`src/rtl/qr_pkg.sv`:
```
package qr_pkg;

    localparam int RAILS_PER_DIGIT = 4;
    localparam int BITS_PER_DIGIT  = 2;

    typedef enum logic {
        DET_EMPTY = 1'b0,
        DET_FULL  = 1'b1
    } det_state_e;

    // Inverted sense: the rail selected by the value is driven low.
    function automatic logic [3:0] digit_code(input logic [1:0] v);
        return ~(4'b0001 << v);
    endfunction

    // True-sense one-hot to value; anything else yields zero.
    function automatic logic [1:0] digit_value(input logic [3:0] t);
        logic [1:0] v;
        case (t)
            4'b0001: v = 2'd0;
            4'b0010: v = 2'd1;
            4'b0100: v = 2'd2;
            4'b1000: v = 2'd3;
            default: v = 2'd0;
        endcase
        return v;
    endfunction

endpackage

```
`src/rtl/qr_encoder.sv`:
```
module qr_encoder
    import qr_pkg::*;
#(
    parameter int W = 32
) (
    input  logic           valid_i,
    input  logic [W-1:0]   word_i,
    output logic [2*W-1:0] rails_o
);
    localparam int DIGITS = W / BITS_PER_DIGIT;

    for (genvar g = 0; g < DIGITS; g++) begin : g_dig
        assign rails_o[RAILS_PER_DIGIT*g +: RAILS_PER_DIGIT] =
            valid_i ? digit_code(word_i[BITS_PER_DIGIT*g +: BITS_PER_DIGIT]) : 4'hF;
    end

endmodule

```
`src/rtl/qr_decoder.sv`:
```
module qr_decoder
    import qr_pkg::*;
#(
    parameter int W = 32
) (
    input  logic [2*W-1:0] rails_i,
    output logic [W-1:0]   word_o,
    output logic           err_o,
    output logic           all_valid_o,
    output logic           all_clear_o
);
    localparam int DIGITS = W / BITS_PER_DIGIT;

    logic [DIGITS-1:0] dig_valid;
    logic [DIGITS-1:0] dig_err;

    for (genvar g = 0; g < DIGITS; g++) begin : g_dig
        logic [3:0] t;
        assign t            = ~rails_i[RAILS_PER_DIGIT*g +: RAILS_PER_DIGIT];
        assign dig_valid[g] = |t;
        assign dig_err[g]   = (t & (t - 4'd1)) != 4'd0;
        assign word_o[BITS_PER_DIGIT*g +: BITS_PER_DIGIT] = digit_value(t);
    end

    assign err_o       = |dig_err;
    assign all_valid_o = &dig_valid;
    assign all_clear_o = ~|dig_valid;

endmodule

```
`src/rtl/qr_rail_swap.sv`:
```
module qr_rail_swap
    import qr_pkg::*;
#(
    parameter int W = 32
) (
    input  logic [2*W-1:0] rails_i,
    output logic [2*W-1:0] rails_o
);
    localparam int DIGITS = W / BITS_PER_DIGIT;

    for (genvar g = 0; g < DIGITS; g++) begin : g_dig
        localparam int B = RAILS_PER_DIGIT * g;
        assign rails_o[B+3] = rails_i[B+0];
        assign rails_o[B+2] = rails_i[B+1];
        assign rails_o[B+1] = rails_i[B+2];
        assign rails_o[B+0] = rails_i[B+3];
    end

endmodule

```
`src/rtl/qr_done_fsm.sv`:
```
module qr_done_fsm
    import qr_pkg::*;
(
    input  logic clk,
    input  logic rst_n,
    input  logic all_valid_i,
    input  logic all_clear_i,
    output logic done_o
);
    det_state_e state_q, state_d;

    always_comb begin
        state_d = state_q;
        unique case (state_q)
            DET_EMPTY: if (all_valid_i) state_d = DET_FULL;   // FILL
            DET_FULL:  if (all_clear_i) state_d = DET_EMPTY;  // DRAIN
        endcase
    end

    always_ff @(posedge clk or negedge rst_n) begin
        if (!rst_n) state_q <= DET_EMPTY;
        else        state_q <= state_d;
    end

    always_comb begin
        done_o = (state_q == DET_FULL);
    end

endmodule

```
`src/rtl/quad_rail_codec.sv`:
```
module quad_rail_codec #(
    parameter int W = 32
) (
    input  logic           clk,
    input  logic           rst_n,
    input  logic           enc_valid_i,
    input  logic [W-1:0]   enc_word_i,
    output logic [2*W-1:0] enc_rails_o,
    input  logic [2*W-1:0] dec_rails_i,
    output logic [W-1:0]   dec_word_o,
    output logic           dec_err_o,
    output logic [2*W-1:0] inv_rails_o,
    output logic           all_valid_o,
    output logic           all_clear_o,
    output logic           done_o
);

    qr_encoder #(.W(W)) u_enc (
        .valid_i (enc_valid_i),
        .word_i  (enc_word_i),
        .rails_o (enc_rails_o)
    );

    qr_decoder #(.W(W)) u_dec (
        .rails_i     (dec_rails_i),
        .word_o      (dec_word_o),
        .err_o       (dec_err_o),
        .all_valid_o (all_valid_o),
        .all_clear_o (all_clear_o)
    );

    qr_rail_swap #(.W(W)) u_swap (
        .rails_i (dec_rails_i),
        .rails_o (inv_rails_o)
    );

    qr_done_fsm u_fsm (
        .clk         (clk),
        .rst_n       (rst_n),
        .all_valid_i (all_valid_o),
        .all_clear_i (all_clear_o),
        .done_o      (done_o)
    );

endmodule

```
`config.mk`:
```
export PLATFORM = sky130hd
export DESIGN_NAME = quad_rail_codec
export DESIGN_NICKNAME = d
export VERILOG_FILES = /design/src/rtl/qr_pkg.sv /design/src/rtl/qr_encoder.sv /design/src/rtl/qr_decoder.sv /design/src/rtl/qr_rail_swap.sv /design/src/rtl/qr_done_fsm.sv /design/src/rtl/quad_rail_codec.sv
export SDC_FILE = /design/constraint.sdc
export NUM_CORES = 1
export LEC_CHECK = 0
export BUFFER_PORTS_ARGS = -buffer_cell sky130_fd_sc_hd__buf_2
export CAP_MARGIN = 25
export CORE_AREA = 2 2 103 105
export CTS_BUF_LIST = sky130_fd_sc_hd__clkbuf_16
export CTS_CLUSTER_SIZE = 28
export DETAILED_ROUTE_END_ITERATION = 8
export DIE_AREA = 0 0 105 107
export GPL_ROUTABILITY_DRIVEN = 1
export PLACE_DENSITY_LB_ADDON = 0.25
export SLEW_MARGIN = 40
export SYNTH_ARGS = -nofsm -noshare
export SYNTH_HDL_FRONTEND = slang
export SYNTH_SLANG_ARGS = --single-unit
```
`constraint.sdc`:
```
create_clock -name clk -period 1.7 [get_ports clk]
set_input_delay 0.255 -clock clk [delete_from_list [all_inputs] [get_ports clk]]
set_output_delay 0.255 -clock clk [all_outputs]
set_load 0.05 [all_outputs]
```
==> flow_metrics.env <==
export IMPL_outcome="complete, but fails checks"
export IMPL_violations="setup timing"
export IMPL_grt_pass1_vias=3036
export IMPL_synth_avg_cell_area_um2=7.04
export IMPL_drtAntennaViolNets=0
export IMPL_coreArea_mm2=0.0101
export IMPL_largest_register_ffs=1
export IMPL_clock_latency_ns=0
export IMPL_grt_max_degree=51
export IMPL_worstMarginPinSlew_ns=0.396
export IMPL_drt_iter0_markers=96
export IMPL_cp_arrival_ns=1.71
export IMPL_finish_utilization=0.422
export IMPL_globalRouteOverflowTotal=0
export IMPL_fillers=1075
export IMPL_crit_end="u_fsm.done_o"
export IMPL_fin_crit_sh=1.09
export IMPL_r2r_start="u_fsm.done_o"
export IMPL_max_cap_violations=0
export IMPL_slew_headroom=0.736
export IMPL_die_x_um=105
export IMPL_firstDrtPassIters=4
export IMPL_fin_cells=712
export IMPL_total_power_mw=1.74
export IMPL_slew_viol_final=0
export IMPL_hold_viol_final=0
export IMPL_nets=677
export IMPL_r2r_slack_ns=0.91
export IMPL_crit_path_end_kind="flop"
export IMPL_cp_start_kind="input port"
export IMPL_synth_area_mm2=0.00198
export IMPL_crit_required_ns=1.56
export IMPL_antenna_found_initial=0
export IMPL_synth_seq_area_share=0.0127
export IMPL_dieArea_mm2=0.0112
export IMPL_yosysTopAreaCell="buf_4"
export IMPL_postLayoutSetupSlackWorst_ns=-0.149
export IMPL_synth_cell_types=23
export IMPL_io_pins=263
export IMPL_portBuffers=262
export IMPL_p_leak_nw=2.20
export IMPL_die_h_um=107
export IMPL_grt_usage=0.167
export IMPL_vias=3245
export IMPL_placed_area_mm2=0.00379
export IMPL_drc=0
export IMPL_yosysWarnings=0
export IMPL_holdCritPathClass="in2async"
export IMPL_period_needed_ns=1.85
export IMPL_reg2reg_depth=1
export IMPL_initial_utilization=0.196
export IMPL_finClkSkew_ns=0
export IMPL_critPathMaxFanout=6
export IMPL_place_congestion=0.804
export IMPL_holdWs_ns=0.0313
export IMPL_postSynthCellCount=281
export IMPL_hpwlAfterDp_um=9070
export IMPL_path_class="in2reg"
export IMPL_grt_first_pass_wirelength_um=15400
export IMPL_timing_fmax_mhz=541
export IMPL_synth_nets=380
export IMPL_finalSetupViolations=3
export IMPL_dp_cells=707
export IMPL_pwr_density_cell_mw_per_mm2=409
export IMPL_cts_hold_buf=0
export IMPL_ys_ff_latch=1
export IMPL_viasPerCell=4.56
export IMPL_setup_tns_ns=-0.309
export IMPL_drive_gt1_frac=0.722
export IMPL_area_growth_pct=115
export IMPL_ir_drop_mv=0.189
export IMPL_placementRows=37
export IMPL_rsz0062_at_grt="true"
export IMPL_wl_per_cell_um=14.9
export IMPL_postLayoutCellArea_mm2=0.00426
export IMPL_wirelength_um=10600
export IMPL_final_common_cell="buf_2"
export IMPL_startpoint="dec_rails_i[18]"
export IMPL_num_antenna_cells=0
export IMPL_worstReg2RegEnd="u_fsm.done_o"
export IMPL_yosys_top_cells_area="buf_4 (24%), xor2_1 (13%), nand3b_1 (12%)"
export IMPL_detailedPlace_worstSlack_ns=-0.474
export IMPL_layout_common_cells="buf_2 (219), buf_4 (98), buf_6 (41)"
export IMPL_yosys_area_top_type_share=0.243
export IMPL_path_clk_slew_ns=0
## power by group
group / internal, mW / switching [mW] / total [mW]
clock network: 0 / 0 / 0
logic: 0.589 / 1.11 / 1.70
registers: 0.0332 / 0.0106 / 0.0438
total: 0.622 / 1.12 / 1.74
## metal layers
metal,global-route usage,share of wire
met1,0.182,0.37
met2,0.353,0.55
met3,0.0188,0.071
met4,0.0133,0.011
met5,0,0
## logic make-up (layout without fill, tap and decap cells)
group,count (synthesis),after routing,share of synthesized area
and+or+nand+nor,143,143,0.464
buffers and inverters,71,366,0.256
AOI/OAI and AO/OA,34,34,0.125
xor gates and xnor gates,32,32,0.142
DFF,1,1,0.0126
## cell usage after synthesis
library cell,count
clkbuf_1,6
or3b_2,16
buf_1,1
or4_4,1
buf_4,64
o31ai_1,1
nand3_1,16
nor2_1,12
o22ai_1,16
nand4_1,23
dfrtp_1,1
nor4_1,2
nand3b_1,32
a22oi_1,13
nand2_1,6
xnor2_1,3
xor2_1,29
o41ai_2,1
or2_2,2
a2111oi_0,3
or4_1,3
or3_1,1
and3_1,29
## worst min-delay path by stage
stage                        end   from  slack, ns  cells after the start
floorplan           u_fsm.done_o  rst_n      -0.04                      0
global placement    u_fsm.done_o  rst_n       0.03                      1
detailed placement  u_fsm.done_o  rst_n       0.03                      1
CTS                 u_fsm.done_o  rst_n       0.03                      1
global route        u_fsm.done_o  rst_n       0.04                      1
finish              u_fsm.done_o  rst_n       0.03                      1
## critical path, cell delays in order
cell and delay (ns):
buf_6 0.09, nand4_1 0.15, or4_4 0.59, buf_4 0.16, o41ai_4 0.33, o31ai_1 0.12
## what timing repair did
item	CTS	global route
setup endpoints to repair	4	4
gates resized for setup	76	31
setup buffers	8	3
pin swaps	25	18
## cell type report
type	count	area, um2	area share
Timing Repair Buffer	366	2420	0.568
Multi-Input combinational cell	209	1640	0.386
Tap cell	136	170	0.0400
Sequential cell	1	25.0	0.00588
(Power assumes the default switching activity.)
